### src/rtl/ecc_cap_pkg.sv
package ecc_cap_pkg;
  localparam int unsigned REG_DW = 32;

  typedef enum logic [2:0] {
    REG_CFG  = 3'd0,
    REG_STAT = 3'd1,
    REG_ADDR = 3'd2,
    REG_ATTR = 3'd3,
    REG_MID  = 3'd4,
    REG_DATA = 3'd5
  } reg_sel_e;

  typedef struct packed {
    logic       write;
    logic [2:0] size;
    logic [3:0] prot;
  } attr_t;
endpackage

### src/rtl/ecc_attr_pack.sv
module ecc_attr_pack
  import ecc_cap_pkg::*;
(
  input  logic       write_i,
  input  logic [2:0] size_i,
  input  logic [3:0] prot_i,
  output attr_t      attr_o
);
  localparam int unsigned PROT_N = 4;
  localparam int unsigned FIELD_W = 8;

  logic [PROT_N-1:0] prot_field;

  // MSB-first field position 4+j carries bus bit PROT_N-1-j
  for (genvar j = 0; j < PROT_N; j++) begin : g_prot
    localparam int unsigned POS_MSB0 = PROT_N + j;
    localparam int unsigned POS_LSB0 = FIELD_W - 1 - POS_MSB0;
    assign prot_field[POS_LSB0] = prot_i[PROT_N-1-j];
  end

  assign attr_o.write = write_i;
  assign attr_o.size  = size_i;
  assign attr_o.prot  = prot_field;
endmodule

### src/rtl/ecc_event_arb.sv
module ecc_event_arb (
  input  logic       ev_corr_i,
  input  logic       ev_ncorr_i,
  input  logic [1:0] cfg_en_i,
  output logic [1:0] set_o,
  output logic       cap_o
);
  assign set_o[0] = ev_corr_i  & cfg_en_i[0];
  assign set_o[1] = ev_ncorr_i & cfg_en_i[1];
  assign cap_o    = |set_o;
endmodule

### src/rtl/ecc_capture_regs.sv
module ecc_capture_regs
  import ecc_cap_pkg::*;
#(
  parameter int unsigned ADDR_W = 32,
  parameter int unsigned DATA_W = 32,
  parameter int unsigned MID_W  = 4
) (
  input  logic              clk_i,
  input  logic              rst_ni,
  input  logic              cap_i,
  input  logic [ADDR_W-1:0] addr_i,
  input  attr_t             attr_i,
  input  logic [MID_W-1:0]  mid_i,
  input  logic [DATA_W-1:0] data_i,
  output logic [ADDR_W-1:0] addr_o,
  output attr_t             attr_o,
  output logic [MID_W-1:0]  mid_o,
  output logic [DATA_W-1:0] data_o
);
  always_ff @(posedge clk_i or negedge rst_ni) begin
    if (!rst_ni) begin
      addr_o <= '0;
      attr_o <= '0;
      mid_o  <= '0;
      data_o <= '0;
    end else if (cap_i) begin
      addr_o <= addr_i;
      attr_o <= attr_i;
      mid_o  <= mid_i;
      data_o <= data_i;
    end
  end

  AST_HOLD_NO_CAP: assert property (@(posedge clk_i) disable iff (!rst_ni)
    !cap_i |=> $stable({addr_o, attr_o, mid_o, data_o}));
  AST_LOAD_TOGETHER: assert property (@(posedge clk_i) disable iff (!rst_ni)
    cap_i |=> (addr_o == $past(addr_i)) && (mid_o == $past(mid_i)) && (attr_o == $past(attr_i)));
endmodule

### src/rtl/ecc_reg_if.sv
module ecc_reg_if
  import ecc_cap_pkg::*;
#(
  parameter int unsigned REG_AW = 4,
  parameter int unsigned ADDR_W = 32,
  parameter int unsigned DATA_W = 32,
  parameter int unsigned MID_W  = 4
) (
  input  logic              clk_i,
  input  logic              rst_ni,
  input  logic              req_i,
  input  logic              we_i,
  input  logic [REG_AW-1:0] addr_i,
  input  logic [REG_DW-1:0] wdata_i,
  input  logic [1:0]        set_i,
  input  logic [ADDR_W-1:0] cap_addr_i,
  input  attr_t             cap_attr_i,
  input  logic [MID_W-1:0]  cap_mid_i,
  input  logic [DATA_W-1:0] cap_data_i,
  output logic [1:0]        cfg_en_o,
  output logic [1:0]        flags_o,
  output logic [REG_DW-1:0] rdata_o
);
  localparam logic [REG_AW-1:0] A_CFG  = REG_AW'(REG_CFG);
  localparam logic [REG_AW-1:0] A_STAT = REG_AW'(REG_STAT);
  localparam logic [REG_AW-1:0] A_ADDR = REG_AW'(REG_ADDR);
  localparam logic [REG_AW-1:0] A_ATTR = REG_AW'(REG_ATTR);
  localparam logic [REG_AW-1:0] A_MID  = REG_AW'(REG_MID);
  localparam logic [REG_AW-1:0] A_DATA = REG_AW'(REG_DATA);

  logic              wr, rd, cfg_wr, stat_wr;
  logic [1:0]        clr;
  logic [REG_DW-1:0] rd_mux;
  logic              unused_wdata;

  assign wr      = req_i & we_i;
  assign rd      = req_i & ~we_i;
  assign cfg_wr  = wr && (addr_i == A_CFG);
  assign stat_wr = wr && (addr_i == A_STAT);
  assign clr     = stat_wr ? wdata_i[1:0] : 2'b00;
  assign unused_wdata = ^wdata_i[REG_DW-1:2];

  always_ff @(posedge clk_i or negedge rst_ni) begin
    if (!rst_ni) begin
      cfg_en_o <= '0;
      flags_o  <= '0;
    end else begin
      if (cfg_wr) cfg_en_o <= wdata_i[1:0];
      flags_o <= (flags_o & ~clr) | set_i;  // set beats clear
    end
  end

  always_comb begin
    rd_mux = '0;
    case (addr_i)
      A_CFG:   rd_mux[1:0]        = cfg_en_o;
      A_STAT:  rd_mux[1:0]        = flags_o;
      A_ADDR:  rd_mux[ADDR_W-1:0] = cap_addr_i;
      A_ATTR:  rd_mux[7:0]        = cap_attr_i;
      A_MID:   rd_mux[MID_W-1:0]  = cap_mid_i;
      A_DATA:  rd_mux[DATA_W-1:0] = cap_data_i;
      default: rd_mux = '0;
    endcase
  end

  always_ff @(posedge clk_i or negedge rst_ni) begin
    if (!rst_ni)  rdata_o <= '0;
    else if (rd)  rdata_o <= rd_mux;
  end

  AST_FLAG_W1C: assert property (@(posedge clk_i) disable iff (!rst_ni)
    (req_i && we_i && addr_i == A_STAT && wdata_i[0] && !set_i[0]) |=> !flags_o[0]);
  AST_SET_WINS: assert property (@(posedge clk_i) disable iff (!rst_ni)
    set_i[1] |=> flags_o[1]);
  AST_FLAG_STICKY: assert property (@(posedge clk_i) disable iff (!rst_ni)
    !(req_i && we_i && addr_i == A_STAT) |=> ((flags_o & $past(flags_o)) == $past(flags_o)));
  AST_RO_WRITE: assert property (@(posedge clk_i) disable iff (!rst_ni)
    (req_i && we_i && addr_i != A_CFG) |=> $stable(cfg_en_o));
  AST_RDATA_HOLD: assert property (@(posedge clk_i) disable iff (!rst_ni)
    !(req_i && !we_i) |=> $stable(rdata_o));
endmodule

### src/rtl/ecc_event_capture.sv
module ecc_event_capture
  import ecc_cap_pkg::*;
#(
  parameter int unsigned ADDR_W = 32,
  parameter int unsigned DATA_W = 32,
  parameter int unsigned MID_W  = 4,
  parameter int unsigned REG_AW = 4
) (
  input  logic              clk_i,
  input  logic              rst_ni,
  input  logic [ADDR_W-1:0] ram_addr_i,
  input  logic              ram_write_i,
  input  logic [2:0]        ram_size_i,
  input  logic [3:0]        ram_prot_i,
  input  logic [MID_W-1:0]  ram_mid_i,
  input  logic [DATA_W-1:0] ram_data_i,
  input  logic              ev_corr_i,
  input  logic              ev_ncorr_i,
  input  logic              reg_req_i,
  input  logic              reg_we_i,
  input  logic [REG_AW-1:0] reg_addr_i,
  input  logic [31:0]       reg_wdata_i,
  output logic [31:0]       reg_rdata_o
);
  attr_t             attr_now, attr_q;
  logic [1:0]        cfg_en, set, flags;
  logic              cap;
  logic [ADDR_W-1:0] addr_q;
  logic [MID_W-1:0]  mid_q;
  logic [DATA_W-1:0] data_q;

  ecc_attr_pack u_pack (
    .write_i (ram_write_i),
    .size_i  (ram_size_i),
    .prot_i  (ram_prot_i),
    .attr_o  (attr_now)
  );

  ecc_event_arb u_arb (
    .ev_corr_i  (ev_corr_i),
    .ev_ncorr_i (ev_ncorr_i),
    .cfg_en_i   (cfg_en),
    .set_o      (set),
    .cap_o      (cap)
  );

  ecc_capture_regs #(.ADDR_W(ADDR_W), .DATA_W(DATA_W), .MID_W(MID_W)) u_cap (
    .clk_i  (clk_i),
    .rst_ni (rst_ni),
    .cap_i  (cap),
    .addr_i (ram_addr_i),
    .attr_i (attr_now),
    .mid_i  (ram_mid_i),
    .data_i (ram_data_i),
    .addr_o (addr_q),
    .attr_o (attr_q),
    .mid_o  (mid_q),
    .data_o (data_q)
  );

  ecc_reg_if #(.REG_AW(REG_AW), .ADDR_W(ADDR_W), .DATA_W(DATA_W), .MID_W(MID_W)) u_regs (
    .clk_i      (clk_i),
    .rst_ni     (rst_ni),
    .req_i      (reg_req_i),
    .we_i       (reg_we_i),
    .addr_i     (reg_addr_i),
    .wdata_i    (reg_wdata_i),
    .set_i      (set),
    .cap_addr_i (addr_q),
    .cap_attr_i (attr_q),
    .cap_mid_i  (mid_q),
    .cap_data_i (data_q),
    .cfg_en_o   (cfg_en),
    .flags_o    (flags),
    .rdata_o    (reg_rdata_o)
  );

  AST_DISABLED_NO_FLAG: assert property (@(posedge clk_i) disable iff (!rst_ni)
    $rose(flags[1]) |-> $past(ev_ncorr_i && cfg_en[1]));
  AST_DISABLED_NO_CAP: assert property (@(posedge clk_i) disable iff (!rst_ni)
    (!(ev_corr_i && cfg_en[0]) && !(ev_ncorr_i && cfg_en[1])) |=> $stable(addr_q));
  AST_BOTH_FLAGS: assert property (@(posedge clk_i) disable iff (!rst_ni)
    (ev_corr_i && ev_ncorr_i && cfg_en == 2'b11) |=> (flags == 2'b11) && (mid_q == $past(ram_mid_i)));
  AST_CORR_FLAG: assert property (@(posedge clk_i) disable iff (!rst_ni)
    (ev_corr_i && cfg_en[0]) |=> flags[0]);
endmodule

### config.mk
export PLATFORM = sky130hd
export DESIGN_NAME = ecc_event_capture
export DESIGN_NICKNAME = d
export VERILOG_FILES = /design/src/rtl/ecc_cap_pkg.sv /design/src/rtl/ecc_attr_pack.sv /design/src/rtl/ecc_event_arb.sv /design/src/rtl/ecc_capture_regs.sv /design/src/rtl/ecc_reg_if.sv /design/src/rtl/ecc_event_capture.sv
export SDC_FILE = /design/constraint.sdc
export NUM_CORES = 1
export LEC_CHECK = 0
export BUFFER_PORTS_ARGS = -buffer_cell sky130_fd_sc_hd__buf_4
export CAP_MARGIN = 10
export CORE_MARGIN = 2
export CORE_UTILIZATION = 51
export CTS_CLUSTER_SIZE = 24
export DETAILED_ROUTE_END_ITERATION = 16
export PLACE_DENSITY_LB_ADDON = 0.08
export SETUP_SLACK_MARGIN = 0.4
export SLEW_MARGIN = 10
export SYNTH_ARGS = -nofsm -noshare
export SYNTH_HDL_FRONTEND = slang
export SYNTH_SLANG_ARGS = --single-unit
### constraint.sdc
create_clock -name clk_i -period 1.8 [get_ports clk_i]
set_input_delay 0.18 -clock clk_i [delete_from_list [all_inputs] [get_ports clk_i]]
set_output_delay 0.18 -clock clk_i [all_outputs]
set_load 0.03 [all_outputs]
Word level (Yosys, flattened, before mapping)
Index checks and enable logic that the tools add are counted.
{"block": "totals", "reg_bits": 112, "latchBits": 0, "ram_bits": 0, "romBits": 0, "in_bits": 118, "out_inout_bits": 32, "wordCells": 31, "n_memories": 0}
{"block": "op_classes", "add_sub_neg": 0, "multipliers": 0, "div_mod_pow": 0, "order_cmp": 0, "eq_ne": 5, "n_shift": 0, "mux": 5, "n_bitwise": 8, "reduce_logical": 4}
{"operator": "24-bit case mux with 2 select lines", "count": 1}
{"operator": "2-bit case mux with 6 select lines", "count": 1}
{"operator": "4-bit case mux with 3 select lines", "count": 1}
{"operator": "4-bit by 2-bit == test with 1-bit output (second input constant)", "count": 2}
{"operator": "4-bit by 3-bit == test with 1-bit output (second input constant)", "count": 2}
{"operator": "2-bit case mux with 4 select lines", "count": 1}
{"operator": "1-bit bitwise AND", "count": 4}
{"operator": "4-bit by 1-bit == test with 1-bit output (second input constant)", "count": 1}
{"operator": "4-bit zero test", "count": 1}
{"operator": "2-bit bitwise AND", "count": 1}
{"operator": "1-bit logical AND", "count": 2}
{"operator": "2-bit two-way mux", "count": 1}
{"operator": "2-bit NOT", "count": 1}
{"operator": "2-bit bitwise OR", "count": 1}
{"operator": "2-bit OR reduction", "count": 1}
{"operator": "1-bit NOT", "count": 1}

Depth between registers and ports, before layout
{"block": "depth", "word_depth": 6, "depth_mapped": 6, "depth_no_buf": 3}

By module
A second synthesis with hierarchy kept.
{"block": "hier_totals", "hier_cells": 363, "area_unflattened_um2": 5156.2}
{"module": "ecc_capture_regs", "instances": 1, "cells_each": 160, "area_each_um2": 2975.4, "seq_area_each_um2": 1901.8}
{"module": "ecc_reg_if", "instances": 1, "cells_each": 192, "area_each_um2": 2098.3, "seq_area_each_um2": 900.9}
{"module": "ecc_attr_pack", "instances": 1, "cells_each": 8, "area_each_um2": 60.1, "seq_area_each_um2": 0.0}
{"module": "ecc_event_arb", "instances": 1, "cells_each": 3, "area_each_um2": 22.5, "seq_area_each_um2": 0.0}

Worst setup path after synthesis
No wires, ideal clock.
{"block": "synth_timing", "path_type": "register -> register", "from": "register u_regs.cfg_en_o[0]", "to": "register u_cap.addr_o[10]", "setup_time_ns": 0.125, "arrival_ns": 1.314, "setup_slack_ns": 0.361, "stages_incl_launch_ff": 5, "period_less_slack_ns": 1.439, "cell_sequence": "dfrtp_1 > a22oi_2 > buf_2 > buf_4 > mux2_2"}
{"block": "synth_via", "elab_chain_cells": 2}
{"item": "start: declaration", "line": "ecc_reg_if.sv:20", "source": "output logic [1:0] cfg_en_o,"}
{"item": "start signal: assignment", "line": "ecc_reg_if.sv:48", "source": "if (cfg_wr) cfg_en_o <= wdata_i[1:0];"}
{"item": "1-bit bitwise AND", "line": "ecc_event_arb.sv:8", "source": "assign set_o[0] = ev_corr_i & cfg_en_i[0];"}
{"item": "2-bit OR reduction", "line": "ecc_event_arb.sv:10", "source": "assign cap_o = |set_o;"}
{"item": "end signal: assignment", "line": "ecc_capture_regs.sv:27", "source": "addr_o <= addr_i;"}
{"item": "end: declaration", "line": "ecc_capture_regs.sv:15", "source": "output logic [ADDR_W-1:0] addr_o,"}
No other way between the ends.
A chain may end at the register's enable or synchronous reset.

Worst setup path in the final report
{"block": "layout_timing", "from": "register u_regs.cfg_en_o[0]", "to": "register u_cap.addr_o[0]"}
Same word-level chain as after synthesis.

==> qor.csv <==
stage,metric,value,unit
status,outcome,finished clean,
timing,Setup Viol. Count Final,0,
place,dpl hpwl,6.67,mm
clock_tree,Max clock buf depth,2,
global_route,GR Util met3,4.09,%
yosys,Synth Instances,357,
floorplanning,Core ar.,9200,µm²
yosys,"Seq/Total Area, Yosys",58.5,%
floorplanning,Die H,101,µm
worst_setup_path,Worst Path Max Fanout,14,
yosys,count of cell types in the netlist,40,
timing,fmax,699,MHz
place,I/O Buffers,119,
floorplanning,die width,101,µm
worst_setup_path,CP max-delay cell,dfrtp_1,
timing,RSZ-0062 raised after global routing,yes,
drt,Final ANT Viol Nets,0,
timing,Slew Limit Fails,0,
yosys,synthesized cell area,4790,µm²
worst_setup_path,crit path cell chain,"a22oi_2, buf_6, buf_12, mux2_2",
clock_tree,Worst-path clk slew,0.11,ns
worst_setup_path,Critical Path RT,2.05,ns
power,sw frac,29.4,%
timing,fin crit share,79.4,%
yosys,synthesis-stage register bit count,112,
timing,slew margin rel.,59.9,%
drt,TritonRoute pass-1 iters,4,
global_route,GRT Residual Overflow,0,
power,Leakage,2.98,nW
global_route,vias in the first global route,3415,
timing,worst slew pin tran,0.602,ns
power,maximum vdd drop,0.546,mV
drt,DR iter-0 viols,104,
power,clock share of power,18.9,%
timing,Setup WS post-layout,0.370,ns
timing,"Hold Vio Cnt, Final",0,
clock_tree,CTS Buf Count,9,
power,NetSw,0.00216,W
cells_and_area,Final Core Density,68.3,%
global_route,pin count of the biggest net entering global routing,113,
drt,Wirelength per Cell,18.4,µm
cells_and_area,layout cells sized above 1,50.8,%
worst_setup_path,critical path type,flop to flop,
yosys,yosys synthesis warning count,0,
worst_setup_path,crit path DAT,1.68,ns
power,Comb pwr share,29.5,%
floorplanning,initial cell density of the core,52.1,%
global_route,met2 Use GR,34.9,%
clock_tree,CTS tree,yes,
yosys,Post-Syn Area per Cell,13.4,µm²
job,Maximum Capacitance Violations,0,
global_route,busiest layer in global routing,met2,
power,total power,0.00732,W
worst_setup_path,CP Launch Type,flop,
timing,minimum clock period,1.43,ns
power,Seq pwr share,51.6,%
floorplanning,die footprint,10200,µm²
drt,via count,3352,
timing,Clock Skew,0.0160,ns
global_route,grt met1 use,30.7,%
cells_and_area,layout net count,601,
power,PwrDens,1170,nW/µm²
worst_setup_path,crit path capture type,flop,
drt,via density per instance,5.60,
yosys,syn_nets,475,
floorplanning,# rows,35,
cells_and_area,footprint of the multi-input gates,1930,µm²
cells_and_area,antenna fix cells,0,
clock_tree,H-Tree Depth,3,
clock_tree,clock root buffer,clkbuf_8,
place,dpl ws,0.279,ns
worst_setup_path,FF-to-FF setup slack,0.37,ns
clock_tree,CTS sink cnt,112,
place,GP Congestion,0.788,
drt,detailed-route wire length,11.0,mm
global_route,first-pass GRT wire length,17.1,mm
cells_and_area,P&R area growth vs syn,31.0,%
global_route,GRT Total Usage,21.9,%
cells_and_area,register cell area after layout,2800,µm²
min_path,Hold Crit Class,input port to flop,
cells_and_area,filler instances,708,
drt,Remaining DRCs,0,
power,Int Pwr,0.00517,W
timing,setup TNS,0,ns
global_route,initial antenna violation count,0,
timing,final hold slack,0.0326,ns
clock_tree,clock latency on the worst-skew pair,0.36,ns
floorplanning,I/O pin count,150,
worst_setup_path,max incr delay on CP,0.41,ns
cell usage in the layout (no fill, tap or decap), drive strengths merged, types with 2 or more instances in the layout:
cell and instances:
nor2 51, nor4bb 5, clkinv 4, and4b 4, inv 7, nor4 2
o221ai 4, buf 137, a22oi 5, clkbuf 12, nor2b 3, a221oi 24
nand3b 4, dfrtp 112, o21ai 2, a22o 2, nand2b 2, nand3 2
nand2 6, nand4 3, mux2 81
critical path, delay by kind of cell, from the launching register on:
family	cells	cell delay, ns
flip-flops	1	0.41
multiplexers	1	0.35
buffers and inverters	2	0.35
AO/OA/AOI/OAI	1	0.22
registers in the layout, summed over array words and instances (netlist names):
name and cells:
u_cap.addr_o 32, u_cap.data_o 32, u_regs.rdata_o 32, u_cap.attr_o 8, u_cap.mid_o 4, u_regs.cfg_en_o 2
u_regs.flags_o 2
power groups by stage:
stage / Combinational (W) / Clock, W / Sequential, W
final: 0.00216 / 0.00139 / 0.00378
after global routing: 0.00232 / 0.00154 / 0.00389
after CTS: 0.00191 / 0.00142 / 0.00376
after detailed placement: 0.00178 / 0 / 0.00382
after global placement: 0.00173 / 0 / 0.00377
after floorplan: 0.00111 / 0 / 0.00385
cells in the mapped netlist (all sizes together):
cell	n	area (µm²)
a21boi	1	7.51
a21oi	1	5.00
a221oi	24	241
a22o	2	17.5
a22oi	5	42.5
a31oi	1	6.26
a32oi	1	8.76
and2	1	6.26
and3b	1	10.0
and4b	4	40.0
and4bb	1	12.5
buf	24	156
clkbuf	1	3.75
dfrtp	112	2800
inv	5	18.8
mux2	81	912
mux2i	1	10.0
nand2	6	22.5
nand2b	2	12.5
nand3	2	10.0
nand3b	4	30.0
nand4	3	18.8
nor2	51	191
nor2b	3	18.8
nor3	1	5.00
nor3b	1	12.5
nor4	2	12.5
nor4b	1	23.8
nor4bb	5	50.1
o211ai	1	12.5
o21ai	2	10.0
o221ai	4	35.0
o32a	1	10.0
o41ai	1	8.76
xor2	1	8.76
timing repair:
| item | CTS | global route |
|---|---|---|
| endpoints found under the hold margin | 112 | 0 |
| resized for setup | 6 | 30 |
| setup endpoints to repair | 76 | 76 |
| cloned | 2 | 3 |
| hold buffers | 1 | 0 |
| pin swaps | 1 | 1 |
| buffers inserted | 3 | 2 |
worst paths after layout:
| check | from | endpoint | cells past startpoint |
|---|---|---|---|
| max | u_regs.cfg_en_o[0] | u_cap.addr_o[0] | 4 |
| min | ram_data_i[15] | u_cap.data_o[15] | 2 |
| max reg2reg | u_regs.cfg_en_o[0] | u_cap.addr_o[0] | 4 |
| min reg2reg | u_cap.addr_o[3] | u_cap.addr_o[3] | 1 |
| max in group asynchronous | rst_ni | u_cap.data_o[8] | 3 |
| min in group asynchronous | rst_ni | u_cap.attr_o[2] | 3 |
stage by stage:
stage	instance area, µm²	cells
after floorplan	4800	357
after global routing	6280	599
after detailed placement	5810	572
after CTS	6090	594
after global placement	5810	572
final	6280	599
per-layer routing:
metal / up-vias / wire length [µm]
met4: 0 / 119
met5: - / 0
met3: 12 / 549
met2: 87 / 5240
li1: 1551 / -
met1: 1702 / 5080
layout make-up:
cell class	count	share of cell area [%]
Sequential cell	112	44.6
Multi-Input combinational cell	215	30.8
Timing Repair Buffer	140	19.3
Tap cell	111	2.21
Clock buffer	10	2.03
Clock inverter	6	0.817
Inverter	5	0.299
kinds of logic after synthesis:
logic type	Yosys count	share of synthesized area [%]
muxes	82	19.2
and+or+nand+nor	88	9.94
buffers and inverters	30	3.73
AOI/OAI and AO/OA	44	8.45
DFF	112	58.5
xor gates and xnor gates	1	0.183
Power figures use the tool's default switching activity.
